<file path="config.mk">
export PLATFORM = sky130hd
export DESIGN_NAME = wdog_window_top
export DESIGN_NICKNAME = d
export VERILOG_FILES = /design/src/rtl/wdog_pkg.sv /design/src/rtl/wdog_timebase.sv /design/src/rtl/wdog_key_fsm.sv /design/src/rtl/wdog_window_top.sv
export SDC_FILE = /design/constraint.sdc
export NUM_CORES = 1
export LEC_CHECK = 0
export CELL_PAD_IN_SITES_DETAIL_PLACEMENT = 0
export CELL_PAD_IN_SITES_GLOBAL_PLACEMENT = 1
export CORE_MARGIN = 2
export CORE_UTILIZATION = 52
export CTS_BUF_LIST = sky130_fd_sc_hd__clkbuf_4 sky130_fd_sc_hd__clkbuf_8 sky130_fd_sc_hd__clkbuf_16
export CTS_CLUSTER_DIAMETER = 80
export DETAILED_ROUTE_END_ITERATION = 6
export DONT_BUFFER_PORTS = 1
export PLACE_DENSITY = 0.93
export SETUP_SLACK_MARGIN = 0.2
export SLEW_MARGIN = 5
export SYNTH_ARGS = -nofsm -noshare
export SYNTH_HDL_FRONTEND = slang
export SYNTH_SLANG_ARGS = --single-unit
</file>
<file path="constraint.sdc">
create_clock -name clk -period 5.09 [get_ports clk]
set_clock_uncertainty 0.05 [all_clocks]
set_input_delay 0 -clock clk [delete_from_list [all_inputs] [get_ports clk]]
set_output_delay 0 -clock clk [all_outputs]
set_load 0.05 [all_outputs]
</file>
<file path="src/rtl/wdog_pkg.sv">
package wdog_pkg;
    typedef enum logic [1:0] {
        WD_OFF   = 2'd0,
        WD_IDLE  = 2'd1,
        WD_ARMED = 2'd2
    } wd_state_t;

    localparam logic [7:0] KEY_ARM     = 8'h55;
    localparam logic [7:0] KEY_SERVICE = 8'hAA;
endpackage

</file>
<file path="src/rtl/wdog_timebase.sv">
module wdog_timebase #(
    parameter int BASE_SHIFT = 4,
    parameter int RATE_W     = 3,
    parameter int CNT_W      = BASE_SHIFT + (1 << RATE_W) - 1
) (
    input  logic              clk,
    input  logic              rst_n,
    input  logic              enable,
    input  logic              clear,
    input  logic [RATE_W-1:0] rate,
    output logic [CNT_W-1:0]  cnt,
    output logic              expire,
    output logic              in_window
);
    localparam int PW = CNT_W + 1;

    logic [PW-1:0] period;
    logic [PW-1:0] cnt_ext;

    always_comb begin
        period    = {{(PW-1){1'b0}}, 1'b1} << (BASE_SHIFT + int'(rate));
        cnt_ext   = {1'b0, cnt};
        expire    = enable && (cnt_ext >= period - 1'b1);
        in_window = cnt_ext >= (period - (period >> 2));
    end

    always_ff @(posedge clk or negedge rst_n) begin
        if (!rst_n)
            cnt <= '0;
        else if (!enable || clear)
            cnt <= '0;
        else
            cnt <= cnt + 1'b1;
    end
endmodule

</file>
<file path="src/rtl/wdog_key_fsm.sv">
module wdog_key_fsm
    import wdog_pkg::*;
(
    input  logic       clk,
    input  logic       rst_n,
    input  logic       enable,
    input  logic       window_en,
    input  logic       in_window,
    input  logic       expire,
    input  logic       wr_en,
    input  logic [7:0] wr_data,
    output logic       clear,
    output logic       svc,
    output logic       rst_req
);
    wd_state_t state, state_nx;
    logic      fire;

    always_comb begin
        state_nx = state;
        fire     = 1'b0;
        svc      = 1'b0;
        if (!enable) begin
            state_nx = WD_OFF;
        end else begin
            unique case (state)
                WD_OFF:   state_nx = WD_IDLE;
                WD_IDLE:  state_nx = WD_IDLE;
                WD_ARMED: state_nx = WD_ARMED;
                default:  state_nx = WD_IDLE;
            endcase
            if (wr_en) begin
                if (window_en && !in_window)
                    fire = 1'b1;
                else if (wr_data == KEY_ARM)
                    state_nx = WD_ARMED;
                else if (wr_data == KEY_SERVICE && state == WD_ARMED) begin
                    svc      = 1'b1;
                    state_nx = WD_IDLE;
                end else
                    fire = 1'b1;
            end
            if (expire && !svc)
                fire = 1'b1;
            if (fire)
                state_nx = WD_IDLE;
        end
        clear = svc || fire;
    end

    always_ff @(posedge clk or negedge rst_n) begin
        if (!rst_n) state <= WD_OFF;
        else        state <= state_nx;
    end

    always_ff @(posedge clk or negedge rst_n) begin
        if (!rst_n) rst_req <= 1'b0;
        else        rst_req <= fire;
    end

    a_r1_off_is_quiet: assert property (@(posedge clk) disable iff (!rst_n)
        !enable |=> !rst_req);

    a_r3_stray_byte_fires: assert property (@(posedge clk) disable iff (!rst_n)
        (enable && wr_en && wr_data != KEY_ARM && wr_data != KEY_SERVICE) |=> rst_req);

    a_r8_early_write_fires: assert property (@(posedge clk) disable iff (!rst_n)
        (enable && window_en && wr_en && !in_window) |=> rst_req);
endmodule

</file>
<file path="src/rtl/wdog_window_top.sv">
module wdog_window_top #(
    parameter int BASE_SHIFT = 4
) (
    input  logic       clk,
    input  logic       rst_n,
    input  logic [2:0] rate_sel,
    input  logic       window_en,
    input  logic       wr_en,
    input  logic [7:0] wr_data,
    output logic [7:0] rd_data,
    output logic       wdog_rst
);
    localparam int RATE_W = 3;
    localparam int CNT_W  = BASE_SHIFT + (1 << RATE_W) - 1;

    logic             enable;
    logic             clear;
    logic             svc;
    logic             expire;
    logic             in_window;
    logic [CNT_W-1:0] cnt;

    assign enable  = (rate_sel != '0);
    assign rd_data = '0;

    wdog_timebase #(
        .BASE_SHIFT (BASE_SHIFT),
        .RATE_W     (RATE_W),
        .CNT_W      (CNT_W)
    ) u_timebase (
        .clk       (clk),
        .rst_n     (rst_n),
        .enable    (enable),
        .clear     (clear),
        .rate      (rate_sel),
        .cnt       (cnt),
        .expire    (expire),
        .in_window (in_window)
    );

    wdog_key_fsm u_fsm (
        .clk       (clk),
        .rst_n     (rst_n),
        .enable    (enable),
        .window_en (window_en),
        .in_window (in_window),
        .expire    (expire),
        .wr_en     (wr_en),
        .wr_data   (wr_data),
        .clear     (clear),
        .svc       (svc),
        .rst_req   (wdog_rst)
    );

    a_r5_service_restarts: assert property (@(posedge clk) disable iff (!rst_n)
        svc |=> (cnt == '0) && !wdog_rst);

    a_r7_expiry_fires: assert property (@(posedge clk) disable iff (!rst_n)
        (expire && !svc) |=> wdog_rst);

    a_r9_pulse_restarts_count: assert property (@(posedge clk) disable iff (!rst_n)
        wdog_rst |-> (cnt == '0));
endmodule

</file>
; ---- After elaboration in Yosys (flattened, before gate mapping)
; Cells that the tools add are included.
[word_totals]
register_bits = 14
output_inout_bits = 9
[classes]
addsub = 4
n_lt_le_gt_ge = 2
eq_ne = 3
shift = 1
n_mux = 21
reduce_logical = 10
[ops]
columns = cell, n
row1 = << shifter 1 x 32 -> 12 bit (first input constant), 1
row2 = >= comparator 11 x 12 -> 1 bit, 2
row3 = two-way mux 2 bit, 7
row4 = two-way mux 1 bit, 13
row5 = subtractor 12 x 1 -> 12 bit (second input constant), 1
row6 = subtractor 12 x 10 -> 12 bit, 1
row7 = adder 11 x 1 -> 11 bit (second input constant), 1
row8 = two-way mux 11 bit, 1
row9 = equality test 8 x 7 -> 1 bit (second input constant), 1
row10 = equality test 8 bit (second input constant), 1
row11 = adder 3 x 3 -> 4 bit (first input constant), 1
row12 = logical AND 1 bit, 4
row13 = logical NOT 1 bit, 3
row14 = nonzero test 3 bit, 1
row15 = equality test 2 bit (second input constant), 1
row16 = logical OR 1 bit, 2

; ---- Depth between registers and ports, before layout
; Gate-level depths: netlist of the first run.
[logic_depth]
ltp_word = 17
mapped_depth = 20

; ---- Hierarchy
; Synthesis of the first run repeated with hierarchy kept, for this count alone.
[hier_totals]
hier_cells = 175
hier_area_um2 = 1493.9
[by_module_without_submodules]
columns = mod, n_inst, cells_each, area_per_inst_um2, seq_area_each_um2
row1 = wdog_timebase, 1, 145, 1204.9, 275.3
row2 = wdog_key_fsm, 1, 20, 219.0, 75.1
row3 = wdog_window_top, 1, 10, 70.1, 0.0

; ---- Worst setup path after synthesis of the first run
; OpenSTA, ideal clock, no wires.
[synth_path]
kind = input to register
from = input port rate_sel[2]
to = register u_timebase.cnt[10]
setup_ns = 0.142
arrival_ns = 3.445
required_ns = 4.898
slack_ns = 1.452
stages = 20
path_cell_list = buf_6 clkbuf_1 nor2_1 nand2_1 ha_1 ha_1 o21ai_0 nand2b_1 a21oi_1 maj3_1 mux2i_1 nand3_1 ha_1 nor4b_1 nand2_1 a211oi_1 a2111oi_4 a21boi_2 buf_6 nor3_2
[synth_between]
elab_chain_cells = 17
[synth_lines]
columns = item, line
row1 = start: declaration, wdog_window_top.sv:6  ; input logic [2:0] rate_sel,
row2 = adder 3 x 3 -> 4 bit, wdog_timebase.sv:21  ; period = {{(PW-1){1'b0}}, 1'b1} << (BASE_SHIFT + int'(rate));
row3 = << shifter 1 x 32 -> 12 bit, wdog_timebase.sv:21
row4 = subtractor 12 x 10 -> 12 bit, wdog_timebase.sv:24  ; in_window = cnt_ext >= (period - (period >> 2));
row5 = >= comparator 11 x 12 -> 1 bit, wdog_timebase.sv:24
row6 = logical NOT 1 bit, wdog_key_fsm.sv:33  ; if (window_en && !in_window)
row7 = logical AND 1 bit, wdog_key_fsm.sv:33
row8 = two-way mux 1 bit, wdog_key_fsm.sv:33
row9 = two-way mux 1 bit, wdog_key_fsm.sv:32  ; if (wr_en) begin
row10 = two-way mux 1 bit, wdog_key_fsm.sv:23  ; if (!enable) begin
row11 = logical NOT 1 bit, wdog_key_fsm.sv:43  ; if (expire && !svc)
row12 = logical AND 1 bit, wdog_key_fsm.sv:43
row13 = two-way mux 1 bit, wdog_key_fsm.sv:43
row14 = two-way mux 1 bit (2 in series), wdog_key_fsm.sv:23
row15 = logical OR 1 bit, wdog_key_fsm.sv:48  ; clear = svc || fire;
row16 = logical OR 1 bit (*), wdog_timebase.sv:30  ; else if (!enable || clear)
row17 = two-way mux 11 bit (*), wdog_timebase.sv:30
row18 = end signal: assignment, wdog_timebase.sv:33  ; cnt <= cnt + 1'b1;
row19 = end: declaration, wdog_timebase.sv:11  ; output logic [CNT_W-1:0] cnt,
; Every way passes the cells marked *; elsewhere a longest branch is shown, timed or not. The select of a mux whose other input is x is not followed.

; ---- Worst setup path in the final report of the first run
[layout_path]
from = input port rate_sel[2]
to = register u_timebase.cnt[1]
; Same word-level chain as after synthesis.

==> results of run 1 <==
[area by class of cell]
class | instances | area share (%)
Multi-Input combinational cell | 181 | 72.5
Sequential cell | 14 | 18.5
Tap cell | 46 | 3.05
Inverter | 12 | 2.38
Clock buffer | 4 | 1.92
Timing Repair Buffer | 3 | 1.59
[cell usage in the layout (no fill, tap or decap), types with 9 or more instances in the layout]
cell	instances
nor3_2	10
o21ai_0	10
ha_1	29
dfrtp_1	14
a21oi_1	11
nand2_1	15
xor2_1	11
conb_1	14
inv_1	11
nor2_1	9
[synthesized netlist by cell type (all sizes together), types with 2 or more instances]
library cell,number
nor4b,2
nor3,14
a311oi,2
and3,6
mux2i,2
o21a,3
xnor2,4
nand3b,2
nand2,15
buf,12
a21oi,11
nand3,5
nand4,5
o21ai,10
nor2b,3
nor2,9
nor4,3
and2,2
a21boi,3
ha,29
xor2,11
nand2b,4
conb,2
a2111oi,2
o211ai,4
clkbuf,3
dfrtp,14
a22oi,2
inv,12
[registers in the layout (all words and copies together) (netlist names)]
| register | cells |
|---|---|
| u_timebase.cnt | 11 |
| u_fsm.state | 2 |
| u_fsm.rst_req | 1 |
[power groups by stage]
stage          logic, W  registers (W)  clock network [W]
2_1_floorplan  0.000101       0.000121                  0
6_report       0.000113       0.000120          0.0000781
3_3_place_gp   0.000108       0.000123                  0
3_5_place_dp   0.000108       0.000123                  0
5_1_grt        0.000128       0.000121          0.0000852
4_1_cts        0.000112       0.000120          0.0000796
[critical path, cell delays in order]
cell and delay, ns:
nor2_1 0.24, nand2_1 0.12, ha_1 0.34, ha_1 0.21, o21ai_0 0.19, nand2b_1 0.08
a21oi_1 0.23, maj3_1 0.27, mux2i_1 0.22, nand3_1 0.11, ha_1 0.21, nor4b_1 0.23
nand2_1 0.09, a211oi_1 0.32, a2111oi_4 0.12, a21boi_2 0.62, nor3b_1 0.11
[metrics by stage]
step	hold slack (ns)	setup slack (ns)	std cells	instance area [um2]	util (%)
after global placement	-0.345	1.29	253	1820	54.2
after global routing	0.0267	1.07	260	1890	56.2
final	0.0121	1.46	260	1890	56.2
after detailed placement	-0.345	1.16	253	1820	54.2
after floorplan	-0.346	1.45	222	1870	-
after CTS	0.000621	1.45	260	1890	56.2
[timing repair]
action                                 CTS  global route
hold buffers                             3             0
endpoints found under the hold margin   17             0
resized for setup                        0             0
[worst paths after layout]
kind	end	cells past startpoint	slack (ns)	startpoint
setup / recovery	u_timebase.cnt[1]	17	1.46	rate_sel[2]
hold / removal	u_fsm.rst_req	3	0.01	wr_data[2]
setup reg to reg	u_timebase.cnt[1]	8	2.45	u_timebase.cnt[0]
hold reg to reg	u_timebase.cnt[4]	2	0.60	u_timebase.cnt[4]
max in group asynchronous	u_timebase.cnt[9]	1	4.47	rst_n
min in group asynchronous	u_timebase.cnt[3]	1	0.12	rst_n
[metal layers]
metal / routed length, um / part of all wire [%] / vias to the layer above
met1: 1730 / 48 / 703
li1: - / - / 754
met4: 36 / 0.99 / 0
met2: 1720 / 47 / 33
met3: 140 / 3.9 / 4
met5: 0 / 0 / -
[cell families after synthesis]
group	Yosys count	synth area share (%)
DFF	14	19.2
and+or+nand+nor	74	24.3
muxes	2	1.10
xor gates and xnor gates	15	7.19
AOI/OAI and AO/OA	46	19.1
other	2	0.411
adders and majority gates	30	20.4
buffers and inverters	27	8.29
==> results.py, run 1 <==
metrics = {
    "run_status": {
        "status": "finished clean",
    },
    "critical_path": {
        "arrival_ns": 3.72,
        "required_ns": 5.18,
        "cp-start-kind": "input pin",
        "worst_setup_path_end_kind": "flop",
        "critPathMaxFanout": 18,
        "crit_type": "input pin to flop",
    },
    "sta": {
        "timing.final.crit_share_pct": 71.4,
        "slew_violations": 0,
        "hold_viol": 0,
        "period_minus_slack_ns": 3.63,
        "fmax_mhz": 275,
        "tns_ns": 0,
        "relSlewSlack_pct": 48.2,
        "worstMarginPinSlew_ns": 0.772,
        "rsz0062_at_grt": "false",
        "setup_violations": 0,
    },
    "floorplan": {
        "dieWidth_um": 63.3,
        "die_h_um": 63.3,
        "die_area_um2": 4000,
        "ioPinCount": 24,
        "start_util_pct": 54.3,
        "placementRows": 21,
        "fp.coreArea_um2": 3360,
    },
    "route": {
        "antenna_left": 0,
        "vias": 1494,
        "post_drt_wl_per_cell_um": 13.9,
        "first_pass_iters": 4,
        "drc": 0,
        "vias_per_cell": 5.75,
        "drt_wl_total_mm": 3.62,
        "drtIter0Drc": 55,
    },
    "pwr": {
        "totalPowerFinal_w": 0.000312,
        "pwr-share-comb_pct": 36.3,
        "swShare_pct": 35.5,
        "p_switching_w": 0.000111,
        "ir_worst_vdd_uv": 180,
        "pwr-share-clk_pct": 25.1,
        "p_seq_share_pct": 38.6,
        "p_int_w": 0.000201,
        "p_leak_nw": 0.888,
        "p_per_area_nw_per_um2": 165,
    },
    "yosys": {
        "synth_flop_cell": "dfrtp_1",
        "synth_top_area_share_pct": 19.9,
        "synthesis.yosys.warnings": 0,
        "netlist_instances": 210,
        "syn_avg_cell_area_um2": 8.70,
        "post_synth_num_cell_types": 49,
        "synth_top_cell_by_area": "ha_1",
        "syn_area_um2": 1830,
        "synth-edff-count": 0,
        "synth_async_sr_flop_share_pct": 100,
        "ys_seq_area_share_pct": 19.2,
        "synth.area.top_cells": "ha_1 20%, dfrtp_1 19%, nor3_2 5.5%",
        "ys_ff_latch": 14,
    },
    "cells_and_area": {
        "synthToLayoutAreaGrowth_pct": 3.42,
        "nFillCells": 322,
        "multi_input_area_um2": 1370,
        "final_nets": 259,
        "drive_above_1_share_pct": 9.81,
        "num_antenna_cells": 0,
        "regArea_um2": 350,
    },
    "grt": {
        "grt.met2_usage_pct": 31.8,
        "grt_pass1_wl_mm": 6.19,
        "antenna_found_initial": 0,
        "grt_max_degree": 19,
        "grt_util_met1_pct": 25.5,
        "grt.total_usage_pct": 19.2,
        "grt_pass1_vias": 1437,
        "overflow": 0,
        "gr-max-usage-layer": "met2",
        "grt_use_met3_pct": 4.29,
    },
    "place": {
        "port_buffers": 0,
        "place.gp.congestion": 0.962,
        "dp_hpwl_mm": 2.91,
    },
    "cts": {
        "htree_num_levels": 1,
        "clock_tree.buffer_depth": 2,
        "cts_num_sinks": 14,
        "clkTransAtPathRegs_ns": 0.08,
        "numCtsBuffers": 3,
        "clk_latency_ns": 0.28,
        "tritoncts": "built",
        "cts_root_buf": "clkbuf_4",
        "post-cts-setup-buffers": 0,
    },
    "worst_hold_path": {
        "min_path_type": "input pin to flop",
    },
    "flow_run": {
        "drv_cap": 0,
    },
}
(Power assumes the default switching activity.)
==> inputs of run 2 (changes only) <==
--- a/config.mk
+++ b/config.mk
@@ -8,12 +8,12 @@
 export CELL_PAD_IN_SITES_DETAIL_PLACEMENT = 0
 export CELL_PAD_IN_SITES_GLOBAL_PLACEMENT = 1
 export CORE_MARGIN = 2
-export CORE_UTILIZATION = 52
+export CORE_UTILIZATION = 49
 export CTS_BUF_LIST = sky130_fd_sc_hd__clkbuf_4 sky130_fd_sc_hd__clkbuf_8 sky130_fd_sc_hd__clkbuf_16
 export CTS_CLUSTER_DIAMETER = 80
 export DETAILED_ROUTE_END_ITERATION = 6
 export DONT_BUFFER_PORTS = 1
-export PLACE_DENSITY = 0.93
+export PLACE_DENSITY = 0.89
 export SETUP_SLACK_MARGIN = 0.2
 export SLEW_MARGIN = 5
 export SYNTH_ARGS = -nofsm -noshare
==> constraint.sdc (replaced) <==
create_clock -name clk -period 3.7 [get_ports clk]
set_clock_uncertainty 0.05 [all_clocks]
set_input_delay 0 -clock clk [delete_from_list [all_inputs] [get_ports clk]]
set_output_delay 0 -clock clk [all_outputs]
set_load 0.05 [all_outputs]
==> run 2 against run 1 <==
Cell count up 0.77%. Sequential cell count unchanged. Critical path depth is the same. Sequential power rose by 38%. Wire length hardly changed. Global-route usage shrank 1.0 points. Critical endpoint unchanged. Combinational power up 40%. Sequential share of layout area decreased by 0.27 points. Setup slack worse by 0.93 ns. Non-clock buffer count increased by 1. Via count decreased by 0.40%.
==> results.py, run 2 (synthesis gave the netlist of run 1 again) <==
metrics = {
    "route": {
        "drc": 0,
        "vias_per_cell": 5.68,
        "vias": 1488,
        "top_layer": "met4",
        "drtIter0Drc": 58,
        "drt_wl_total_mm": 3.62,
        "wl_met1_mm": 1.67,
        "antenna_left": 0,
        "first_pass_iters": 4,
        "wl_met2_mm": 1.66,
        "post_drt_wl_per_cell_um": 13.8,
        "met3_length_um": 281,
    },
    "critical_path": {
        "cp-start-kind": "input pin",
        "crit_slowest_cell": "a21boi_4",
        "arrival_ns": 3.23,
        "worst-path-stages": 17,
        "crit_chain": "nor2_2 > nand2_1 > ha_1 > ha_1 > o21ai_0 > nand2b_1 > a21oi_1 > maj3_1 > mux2i_1 > nand3_1 > ha_1 > nor4b_1 > nand2_1 > a211oi_2 > a2111oi_4 > a21boi_4 > nor3b_1",
        "timing.rr.end": "u_timebase.cnt[1]",
        "rr_worst_depth": 6,
        "worst_setup_path_end_kind": "flop",
        "worstSetupStartpoint": "rate_sel[1]",
        "crit_type": "input pin to flop",
        "crit_end": "u_timebase.cnt[1]",
        "required_ns": 3.75,
        "r2r-start": "u_timebase.cnt[9]",
        "critPathMaxStageDelay_ns": 0.44,
        "crit_buf_inv": 0,
        "critPathMaxFanout": 14,
        "cp_common_cell": "ha_1",
        "ff2ff_setup_slack_ns": 1.10,
        "cp_top_family": "compound AO/OA/AOI/OAI gates",
    },
    "cts": {
        "numCtsBuffers": 3,
        "cts_num_sinks": 14,
        "clock_tree.buffer_depth": 2,
        "cts_root_buf": "clkbuf_8",
        "tritoncts": "built",
        "htree_num_levels": 1,
        "clkTransAtPathRegs_ns": 0.05,
        "clk_latency_ns": 0.24,
    },
    "sta": {
        "rsz0062_at_grt": "false",
        "relSlewSlack_pct": 56.7,
        "hold_viol": 0,
        "worstMarginPinSlew_ns": 0.647,
        "period_minus_slack_ns": 3.18,
        "slew_violations": 0,
        "tns_ns": 0,
        "setup_violations": 0,
        "fmax_mhz": 315,
        "timing.final.crit_share_pct": 85.9,
    },
    "place": {
        "place.gp.congestion": 0.913,
        "port_buffers": 0,
        "dp_hpwl_mm": 2.91,
    },
    "cells_and_area": {
        "final_common_cell": "ha_1",
        "layout_common_cells": "29 x ha_1, 15 x nand2_1, 14 x conb_1, 14 x dfrtp_1",
        "largest_registers": "u_timebase.cnt (11), u_fsm.state (2), u_fsm.rst_req (1)",
        "num_antenna_cells": 0,
        "final_nets": 260,
        "synthToLayoutAreaGrowth_pct": 4.93,
        "regMostFlops": "u_timebase.cnt",
        "final_core_util_pct": 52.8,
        "drive_above_1_share_pct": 11.2,
        "largest_reg_flops": 11,
    },
    "floorplan": {
        "fp.coreArea_um2": 3630,
        "start_util_pct": 50.3,
        "placementRows": 22,
        "die_area_um2": 4230,
        "die_h_um": 65.1,
        "dieWidth_um": 65.1,
        "ioPinCount": 24,
    },
    "pwr": {
        "ir_worst_vdd_uv": 247,
        "p_int_w": 0.000291,
        "p_seq_share_pct": 37.2,
        "pwr-share-comb_pct": 35.4,
        "pwr-share-clk_pct": 27.3,
        "swShare_pct": 34.9,
        "p_switching_w": 0.000156,
        "p_leak_nw": 0.901,
        "p_per_area_nw_per_um2": 233,
    },
    "grt": {
        "grt_max_degree": 19,
        "overflow": 0,
        "antenna_found_initial": 0,
        "grt_pass1_vias": 1293,
        "grt.total_usage_pct": 18.2,
        "grt_pass1_wl_mm": 6.04,
    },
    "run_status": {
        "status": "finished clean",
    },
    "worst_hold_path": {
        "min_path_type": "input pin to flop",
    },
    "flow_run": {
        "drv_cap": 0,
    },
}
==> run 2: power by group through the flow <==
stage / logic [W] / registers [W] / clock network, W
global placement: 0.000150 / 0.000169 / 0
global route: 0.000176 / 0.000167 / 0.000134
CTS: 0.000155 / 0.000166 / 0.000125
detailed placement: 0.000150 / 0.000169 / 0
floorplan: 0.000141 / 0.000167 / 0
finish: 0.000158 / 0.000166 / 0.000122
==> run 2: stage by stage <==
| step | area, um2 | power [W] | hold WS (ns) | cells | setup slack (ns) |
|---|---|---|---|---|---|
| 2_1_floorplan | 1880 | 0.000307 | -0.346 | 222 | 0.213 |
| 3_3_place_gp | 1850 | 0.000319 | -0.345 | 257 | 0.143 |
| 3_5_place_dp | 1850 | 0.000319 | -0.345 | 257 | 0.0717 |
| 4_1_cts | 1910 | 0.000446 | 0.00810 | 262 | 0.326 |
| 5_1_grt | 1920 | 0.000477 | 0.0198 | 262 | 0.231 |
| 6_report | 1920 | 0.000446 | 0.00457 | 262 | 0.522 |
==> run 2: worst register-to-register path, delay by kind of cell (launching register included) <==
family          cells  cell delay, ns
compound gates      2            0.83
flops               1            0.43
fa+ha+maj           1            0.34
simple gates        3            0.86
==> run 2: layer usage <==
metal  vias up  global-route usage, %
li1        757                      -
met1       673                   25.9
met2        56                   28.6
met3         2                   4.69
met4         0                   2.34
met5         -                      0
==> run 2: worst min-delay path by stage <==
stage / from / endpoint / slack [ns] / cells past startpoint
2_1_floorplan: rst_n / u_fsm.rst_req / -0.35 / 0
3_3_place_gp: rst_n / u_timebase.cnt[0] / -0.35 / 0
3_5_place_dp: rst_n / u_timebase.cnt[1] / -0.35 / 0
4_1_cts: wr_en / u_fsm.state[0] / 0.008 / 3
5_1_grt: wr_en / u_fsm.state[0] / 0.02 / 3
6_report: wr_en / u_fsm.state[0] / 0.005 / 3
==> run 2: layout make-up <==
cell class	count	area (um2)
clock buffer	3	41.3
sequential	14	350
inverter	12	45.0
multi-input combinational	181	1390
tap	48	60.1
fill	343	1720
timing repair buffer	4	35.0
==> run 2: timing repair <==
item,in CTS,in global routing
endpoints found under the setup margin,0,12
setup buffers,0,0
hold buffers,2,0
endpoints found under the hold margin,15,0
gates resized for setup,0,1
